`config.mk`:
```
export PLATFORM = sky130hd
export DESIGN_NAME = nor_seq
export DESIGN_NICKNAME = d
export VERILOG_FILES = /design/src/rtl/nor_seq_pkg.sv /design/src/rtl/nor_seq_tsel.sv /design/src/rtl/nor_seq_fsm.sv /design/src/rtl/nor_seq.sv
export SDC_FILE = /design/constraint.sdc
export NUM_CORES = 1
export LEC_CHECK = 0
export BUFFER_PORTS_ARGS = -buffer_cell sky130_fd_sc_hd__clkbuf_2
export CAP_MARGIN = 10
export CORE_ASPECT_RATIO = 0.6
export CORE_MARGIN = 2
export CORE_UTILIZATION = 40
export DETAILED_ROUTE_END_ITERATION = 12
export HOLD_SLACK_MARGIN = 0.06
export PLACE_DENSITY_LB_ADDON = 0.25
export RECOVER_POWER = 25
export SYNTH_ARGS = -nofsm -noshare
export SYNTH_HDL_FRONTEND = slang
export SYNTH_SLANG_ARGS = --single-unit
```
`constraint.sdc`:
```
create_clock -name clk -period 3.75 [get_ports clk]
set_clock_uncertainty 0.15 [all_clocks]
set_input_delay 0.75 -clock clk [delete_from_list [all_inputs] [get_ports clk]]
set_output_delay 0.75 -clock clk [all_outputs]
set_load 0.01 [all_outputs]
```
`src/rtl/nor_seq_pkg.sv`:
```
package nor_seq_pkg;

    typedef enum logic [2:0] {
        PH_IDLE,
        PH_ADDR,
        PH_DATA,
        PH_HOLD,
        PH_TURN
    } phase_e;

    // raw fields of one timing word
    typedef struct packed {
        logic [1:0] hold;
        logic [1:0] mode;
        logic [3:0] turn;
        logic [7:0] datast;
        logic [3:0] addset;
    } tim_s;

    // resolved phase lengths for one access
    typedef struct packed {
        logic [3:0] addr_cyc;
        logic [7:0] data_cyc;
        logic [2:0] hold_cyc;
        logic [3:0] turn_cyc;
    } lens_s;

    localparam logic [1:0] MODE_EXT = 2'd1;

    function automatic tim_s decode_tim(input logic [31:0] r);
        tim_s t;
        t.hold   = r[31:30];
        t.mode   = r[29:28];
        t.turn   = r[19:16];
        t.datast = r[15:8];
        t.addset = r[3:0];
        return t;
    endfunction

endpackage

```
`src/rtl/nor_seq_tsel.sv`:
```
module nor_seq_tsel
    import nor_seq_pkg::*;
(
    input  logic [31:0] gen_tim,
    input  logic [31:0] wr_tim,
    input  logic        is_write,
    output lens_s       lens
);
    tim_s g, w, s;
    logic unused_bits;
    assign unused_bits = ^{gen_tim[27:20], gen_tim[7:4], wr_tim[29:20], wr_tim[7:4]};

    always_comb begin
        g = decode_tim(gen_tim);
        w = decode_tim(wr_tim);
        s = (is_write && g.mode == MODE_EXT) ? w : g;
        lens.addr_cyc = s.addset;
        lens.data_cyc = (s.datast == 8'd0) ? 8'd1 : s.datast;
        lens.hold_cyc = {1'b0, s.hold} + {2'b00, is_write};
        lens.turn_cyc = s.turn;
    end
endmodule

```
`src/rtl/nor_seq_fsm.sv`:
```
module nor_seq_fsm
    import nor_seq_pkg::*;
(
    input  logic   clk,
    input  logic   rst,
    input  logic   start,
    input  lens_s  lens_in,
    output phase_e phase,
    output logic   last_data,
    output logic   release_cs
);
    localparam int CW = 8;

    lens_s         lens_q;
    logic [CW-1:0] cnt;
    logic          cnt_zero;

    assign cnt_zero   = (cnt == '0);
    assign last_data  = (phase == PH_DATA) && cnt_zero;
    assign release_cs = (last_data && lens_q.hold_cyc == 3'd0) ||
                        ((phase == PH_HOLD) && cnt_zero);

    always_ff @(posedge clk) begin
        if (rst) begin
            phase  <= PH_IDLE;
            cnt    <= '0;
            lens_q <= '0;
        end else begin
            unique case (phase)
                PH_IDLE: if (start) begin
                    lens_q <= lens_in;
                    if (lens_in.addr_cyc != 4'd0) begin
                        phase <= PH_ADDR;
                        cnt   <= CW'(lens_in.addr_cyc) - 1'b1;
                    end else begin
                        phase <= PH_DATA;
                        cnt   <= lens_in.data_cyc - 1'b1;
                    end
                end
                PH_ADDR: if (cnt_zero) begin
                    phase <= PH_DATA;
                    cnt   <= lens_q.data_cyc - 1'b1;
                end else cnt <= cnt - 1'b1;
                PH_DATA, PH_HOLD: if (release_cs) begin
                    if (lens_q.turn_cyc != 4'd0) begin
                        phase <= PH_TURN;
                        cnt   <= CW'(lens_q.turn_cyc) - 1'b1;
                    end else phase <= PH_IDLE;
                end else if (last_data) begin
                    phase <= PH_HOLD;
                    cnt   <= CW'(lens_q.hold_cyc) - 1'b1;
                end else cnt <= cnt - 1'b1;
                PH_TURN: if (cnt_zero) phase <= PH_IDLE;
                         else cnt <= cnt - 1'b1;
                default: phase <= PH_IDLE;
            endcase
        end
    end
endmodule

```
`src/rtl/nor_seq.sv`:
```
module nor_seq
    import nor_seq_pkg::*;
#(
    parameter int AW = 20,
    parameter int DW = 16
) (
    input  logic          clk,
    input  logic          rst,
    input  logic          bank_en,
    input  logic [31:0]   tim_gen,
    input  logic [31:0]   tim_wr,
    input  logic          req,
    input  logic          req_we,
    input  logic [AW-1:0] req_addr,
    input  logic [DW-1:0] req_wdata,
    output logic          ready,
    output logic          done,
    output logic          err,
    output logic [DW-1:0] rdata,
    output logic [AW-1:0] mem_addr,
    output logic [DW-1:0] mem_dout,
    output logic          mem_dout_en,
    input  logic [DW-1:0] mem_din,
    output logic          mem_cs_n,
    output logic          mem_oe_n,
    output logic          mem_we_n
);
    lens_s  lens;
    phase_e phase;
    logic   last_data, release_cs, accept, start, active, we_q;

    assign ready  = (phase == PH_IDLE) && !done;
    assign accept = req && ready;
    assign start  = accept && bank_en;
    assign active = (phase == PH_ADDR) || (phase == PH_DATA) || (phase == PH_HOLD);

    nor_seq_tsel u_tsel (
        .gen_tim (tim_gen),
        .wr_tim  (tim_wr),
        .is_write(req_we),
        .lens    (lens)
    );

    nor_seq_fsm u_fsm (
        .clk       (clk),
        .rst       (rst),
        .start     (start),
        .lens_in   (lens),
        .phase     (phase),
        .last_data (last_data),
        .release_cs(release_cs)
    );

    always_ff @(posedge clk) begin
        if (rst) begin
            we_q     <= 1'b0;
            mem_addr <= '0;
            mem_dout <= '0;
            rdata    <= '0;
            done     <= 1'b0;
            err      <= 1'b0;
        end else begin
            if (start) begin
                we_q     <= req_we;
                mem_addr <= req_addr;
                mem_dout <= req_wdata;
            end
            if (last_data && !we_q) rdata <= mem_din;
            done <= release_cs || (accept && !bank_en);
            err  <= accept && !bank_en;
        end
    end

    assign mem_cs_n    = !active;
    assign mem_oe_n    = !((phase == PH_DATA) && !we_q);
    assign mem_we_n    = !((phase == PH_DATA) && we_q);
    assign mem_dout_en = active && we_q;
endmodule

```
==> Yosys cells after proc, flatten, opt, wreduce, memory -nomap -nowiden <==
Cells that the tools add are included.
{ "word_totals": {"reg_bits": 81, "inputBits": 121, "output_inout_bits": 59, "word_cells": 80} }
{ "classes": {"add_sub_neg": 7, "eq_ne": 11, "n_mux": 18, "reduce_logical": 33} }
{ "ops": {"columns": ["cell", "n"], "rows": [
  ["$mux 8", 8],
  ["$pmux 8 s4", 1],
  ["$sub 8x1->8 const B", 3],
  ["$mux 20", 1],
  ["$mux 3", 6],
  ["$logic_not 8->1", 2],
  ["$logic_and 1x1->1", 12],
  ["$pmux 3 s4", 1],
  ["$reduce_bool 4->1", 3],
  ["$sub 4x1->5 const B", 2],
  ["$reduce_and 4->1", 2],
  ["$eq 3x2->1 const B", 2],
  ["$logic_not 1->1", 6],
  ["$logic_not 3->1", 2],
  ["$logic_or 1x1->1", 4],
  ["$ne 2x1->1 const B", 2],
  ["$ne 2x2->1 const B", 2],
  ["$sub 3x1->4 const B", 1],
  ["$add 2x1->3", 1],
  ["$eq 3x1->1 const B", 1],
  ["$eq 3x3->1 const B", 1],
  ["$ne 3x2->1 const B", 1],
  ["$ne 3x3->1 const B", 1],
  ["$eq 2x1->1 const B", 1],
  ["3 further kinds", 3]
]} }

==> Depth between registers and ports, before layout <==
{ "depth": {"depth_word": 9, "mapped_depth": 12} }

==> Cells and area by module <==
A second synthesis with hierarchy kept.
{ "unflattened": {"hier_cells": 567, "area_unflattened_um2": 4769.6} }
{ "modules_own_cells": {"columns": ["module", "n_inst", "cells_each", "area_each_um2"], "rows": [
  ["nor_seq", 1, 247, 2359.8],
  ["nor_seq_fsm", 1, 291, 2095.8],
  ["nor_seq_tsel", 1, 29, 314.1]
]} }

==> Worst setup path after synthesis <==
Ideal clock, no wire load.
{ "synth_timing": {"path_kind": "input-to-reg", "from": "input tim_gen[29]", "to": "register u_fsm.cnt[1]", "setup_time_ps": 91, "arrival_time_ps": 3522, "t_required_ps": 3509, "setup_slack_ps": -13, "stages": 12, "n_path_buf": 3, "cell_sequence": "nand3b_1 buf_2 buf_2 buf_1 mux2i_1 ha_1 or3b_1 mux2i_1 mux2_1 nor2_1 nor4_1 a311oi_1"} }
{ "synth_between": {"elab_chain_len": 9, "word_cells_on_any_way": 11} }
{ "synth_lines": {"columns": ["element", "line_no", "rtl"], "rows": [
  ["from (decl)", "nor_seq.sv:10", "input logic [31:0] tim_gen,"],
  ["$eq 2x1->1 (*)", "nor_seq_tsel.sv:16", "s = (is_write && g.mode == MODE_EXT) ? w : g;"],
  ["$logic_and 1x1->1 (*)", "nor_seq_tsel.sv:16", null],
  ["$mux 20 (*)", "nor_seq_tsel.sv:16", null],
  ["$logic_not 8->1", "nor_seq_tsel.sv:18", "lens.data_cyc = (s.datast == 8'd0) ? 8'd1 : s.datast;"],
  ["$mux 8", "nor_seq_tsel.sv:18", null],
  ["$sub 8x1->8", "nor_seq_fsm.sv:37", "cnt <= lens_in.data_cyc - 1'b1;"],
  ["$mux 8 (*)", "nor_seq_fsm.sv:32", "if (lens_in.addr_cyc != 4'd0) begin"],
  ["$mux 8 (*)", "nor_seq_fsm.sv:30", "PH_IDLE: if (start) begin"],
  ["$pmux 8 s4 (*)", "nor_seq_fsm.sv:29", "unique case (phase)"],
  ["to (signal assigned)", "nor_seq_fsm.sv:34", "cnt <= CW'(lens_in.addr_cyc) - 1'b1;"],
  ["to (signal assigned)", "nor_seq_fsm.sv:37", null],
  ["to (signal assigned)", "nor_seq_fsm.sv:42", "cnt <= lens_q.data_cyc - 1'b1;"],
  ["to (decl)", "nor_seq_fsm.sv:15", "logic [CW-1:0] cnt;"]
]} }
Every way passes the cells marked *; elsewhere a longest branch is shown, timed or not. The select of a mux whose other input is x is not followed.
A chain may end at the register's enable or synchronous reset.

==> Final worst setup path <==
{ "layout_timing": {"from": "input req_we", "to": "register u_fsm.cnt[1]"} }
{ "layout_between": {"elab_chain_len": 8, "word_cells_on_any_way": 10} }
{ "layout_lines": {"columns": ["element", "line_no", "rtl"], "rows": [
  ["from (decl)", "nor_seq.sv:13", "input logic req_we,"],
  ["$logic_and 1x1->1 (*)", "nor_seq_tsel.sv:16", null],
  ["$mux 20 (*)", "nor_seq_tsel.sv:16", null],
  ["$logic_not 8->1", "nor_seq_tsel.sv:18", null],
  ["$mux 8", "nor_seq_tsel.sv:18", null],
  ["$sub 8x1->8", "nor_seq_fsm.sv:37", null],
  ["$mux 8 (*)", "nor_seq_fsm.sv:32", null],
  ["$mux 8 (*)", "nor_seq_fsm.sv:30", null],
  ["$pmux 8 s4 (*)", "nor_seq_fsm.sv:29", null]
]} }
Marks and branches as above.

==> out/qor.yml <==
synth:
  yosys_register_bits: 81
  synth_cell_types: 62
  async_flop_share: 0
  yosysWarnings: 0
  netlist_area_sq_um: 4347
  yosysTopAreaCellShare: 0.3731
  synth.most_common_cell: "nand2_1"
  synth_commonest_cells: "nand2_1 (150), dfxtp_1 (81), a21oi_1 (77), nor2_1 (44), clkbuf_1 (25)"
  ys.flop_type: "dfxtp_1"
  yosys-top-cells-area: "dfxtp_1 (37%), nand2_1 (13%), a21oi_1 (8.9%), nor2_1 (3.8%), ha_1 (2.9%)"
  yosys.area.top_type: "dfxtp_1"
  synth_edf_count: 0
  synthCells: 579
  synth_nets: 710
  syn_area_per_cell_sq_um: 7.507
  yosysSeqAreaShare: 0.3731
worst_setup_path:
  cp_num_buf_inv: 1
  cp_top_family: "simple AND/OR/NAND/NOR gates"
  reg2reg_depth: 7
  cp.required_ns: 3.72
  cp_num_cells: 10
  worstPathMaxFanout: 6
  reg2reg_to: "u_fsm.cnt[7]$_SDFFE_PP0P_"
  timing.rr.start: "u_fsm.cnt[0]$_SDFFE_PP0P_"
  cp_common_cell: "mux2i_1"
  cpMaxStageDelayCell: "or3b_1"
  arrival_ns: 3.23
  crit_chain: "clkbuf_2 > nand3b_1 > mux2i_1 > ha_1 > or3b_1 > mux2i_1 > mux2_1 > nor2_1 > nor4_1 > a311oi_1"
  worstSetupPathType: "input pin to flop"
  reg2reg_slack_ns: 0.67
  start_kind: "input pin"
  critPathMaxStageDelay_ns: 0.44
  startpoint: "req_we"
  crit_end: "u_fsm.cnt[1]$_SDFFE_PP0P_"
  cp-end-kind: "flop"
timing:
  period_needed_ns: 3.264
  max_slew.worst_pin.slew_ns: 2.149
  max_freq_mhz: 306.4
  finalWorstSetupSlack_ns: 0.4860
  holdWs_ns: 0.3046
  tns_ns: 0
  slew_headroom: -0.4330
  maxSlewViolCount: 46
  rsz0062_at_grt: "no"
  setup_viol: 0
  fin_crit_sh: 0.8704
  finalHoldViolCount: 0
clock_tree:
  cts_resized: 0
  cts_max_path_buffers: 2
  path_clk_slew_ns: 0.06
  post-cts-setup-buffers: 0
  root_buffer: "clkbuf_16"
  h-tree-depth: 3
  cts_tree: "done"
  worst_skew_pair.late_latency_ns: 0.35
  postCtsHoldBufs: 0
  numCtsBuffers: 9
  cts.sinks: 81
run:
  drv_cap: 1
global_route:
  grt_start_max_net_pins: 47
  grt-ovfl-total: 0
  grt_pass1_wl_mm: 21.71
  grt_pass1_vias: 4290
  antenna_found_initial: 0
  grtUsageTotal: 0.2278
floorplanning:
  die_x_um: 138.6
  pin_count: 180
  row_count: 29
  die_area_sq_um: 11740
  start_util: 0.4117
  die_h_um: 84.75
  core_area_sq_um: 10560
route:
  drt_iter0_drc: 343
  wl_met1_mm: 6.549
  post_drt_wl_per_cell_um: 15.45
  route.detailed.drc: 0
  vias: 4657
  met3WireLength_mm: 1.224
  wirelength_mm: 13.33
  vias_per_cell: 5.396
  highest-signal-layer: "met4"
  ant_nets: 0
  drtPass1Iterations: 6
  wl_met2_mm: 5.409
power:
  power_switching_mw: 1.309
  p_leak_nw: 2.236
  cellInternalPower_mw: 1.901
  pwr-share-comb: 0.386
  power.density_nw_per_um2: 583.9
  ir_worst_vdd_uv: 313.1
  pwr-share-clk: 0.271
  switching_share: 0.4077
  p_seq_frac: 0.343
cells_and_area:
  drive_above_1_share: 0.2210
  finalNonFillerCells: 863
  antennaDiodeCount: 0
  fill_cells: 1038
  final_util: 0.5207
  syn2layout_area_growth_pct: 26.48
  fin_nets: 850
place:
  port_buffers: 153
  place.gp.congestion: 0.9352
  place_ws_ns: 0.2164
  dp_cells: 847
  hpwl_mm: 10.07
status:
  status: "finished, violations left"
  failed_checks: "max-capacitance violations, max-slew violations"
min_path:
  hp-class: "flop to flop"
-- logic make-up (layout without fill, tap and decap cells) --
group / Yosys count / after routing / synth area share
AND/OR/NAND/NOR: 270 / 270 / 0.2876
AO/OA/AOI/OAI: 140 / 140 / 0.2015
flip-flops: 81 / 81 / 0.3731
buffers and inverters: 48 / 193 / 0.04347
XOR/XNOR: 16 / 16 / 0.03224
multiplexers: 14 / 14 / 0.03339
adder cells (fa/ha/maj): 10 / 10 / 0.02879
-- how the worst min path moves through the flow --
stage                                        end  cells after the start                         start  slack [ns]
global route            mem_addr[0]$_SDFFE_PP0P_                      2      mem_addr[0]$_SDFFE_PP0P_        0.33
floorplan           u_fsm.lens_q[6]$_SDFFE_PP0P_                      2  u_fsm.lens_q[6]$_SDFFE_PP0P_        0.30
global placement       mem_addr[18]$_SDFFE_PP0P_                      2     mem_addr[18]$_SDFFE_PP0P_        0.29
CTS                    mem_addr[13]$_SDFFE_PP0P_                      2     mem_addr[13]$_SDFFE_PP0P_        0.31
detailed placement      mem_dout[0]$_SDFFE_PP0P_                      2      mem_dout[0]$_SDFFE_PP0P_        0.30
finish                 mem_addr[13]$_SDFFE_PP0P_                      2     mem_addr[13]$_SDFFE_PP0P_        0.30
-- metal layers --
metal  vias up  GRT usage
met5         -          0
met4         0    0.04174
met3        18    0.06275
met2       177     0.3263
met1      2138     0.3429
li1       2324          -
-- cells in the final DEF, fill, tap and decap left out, types with 12 or more instances in the layout --
cell type and instances:
dfxtp_1 81, nor3_1 18, nor2_1 44, a311oi_1 13, clkbuf_2 118, nand2_1 150
a21oi_1 77, nor4_1 12, inv_1 14, clkbuf_1 35
-- registers in the layout, summed over array words and instances, names as in the netlist, 3 cells and up --
register and count:
u_fsm.phase 3, mem_addr 20, u_fsm.cnt 8, rdata 16
mem_dout 16, u_fsm.lens_q 15
-- worst reg2reg max path: cells and delay by family (launching register included) --
| kind | cells | cell delay, ns |
|---|---|---|
| buffers and inverters | 1 | 0.17 |
| DFF | 1 | 0.44 |
| adders and majority gates | 1 | 0.17 |
| and+or+nand+nor | 2 | 0.94 |
| AOI/OAI and AO/OA | 3 | 1.00 |
-- power by group through the flow --
| stage | Clock [mW] | Combinational (mW) | Sequential [mW] |
|---|---|---|---|
| after floorplan | 0 | 0.849 | 1.09 |
| after global placement | 0 | 1.20 | 1.11 |
| after detailed placement | 0 | 1.22 | 1.12 |
| after CTS | 0.880 | 1.23 | 1.10 |
| after global routing | 0.918 | 1.36 | 1.12 |
| final | 0.868 | 1.24 | 1.10 |
-- final cells by class --
| class | count | area, sq um | share of cell area |
|---|---|---|---|
| Multi-Input combinational cell | 450 | 2545 | 0.4629 |
| Sequential cell | 81 | 1622 | 0.2949 |
| Timing Repair Buffer | 163 | 809.5 | 0.1472 |
| Clock buffer | 9 | 225.2 | 0.04096 |
| Tap cell | 139 | 173.9 | 0.03163 |
| Clock inverter | 7 | 70.07 | 0.01274 |
| Inverter | 14 | 52.55 | 0.009558 |
-- metrics by stage --
step                      area [sq um]  total power, mW
after floorplan                   4348            1.939
after global routing              5498            3.397
after CTS                         5542            3.204
after detailed placement          5246            2.333
final                             5498            3.210
after global placement            5246            2.313
Note: power is estimated with default switching activity, not from simulation.
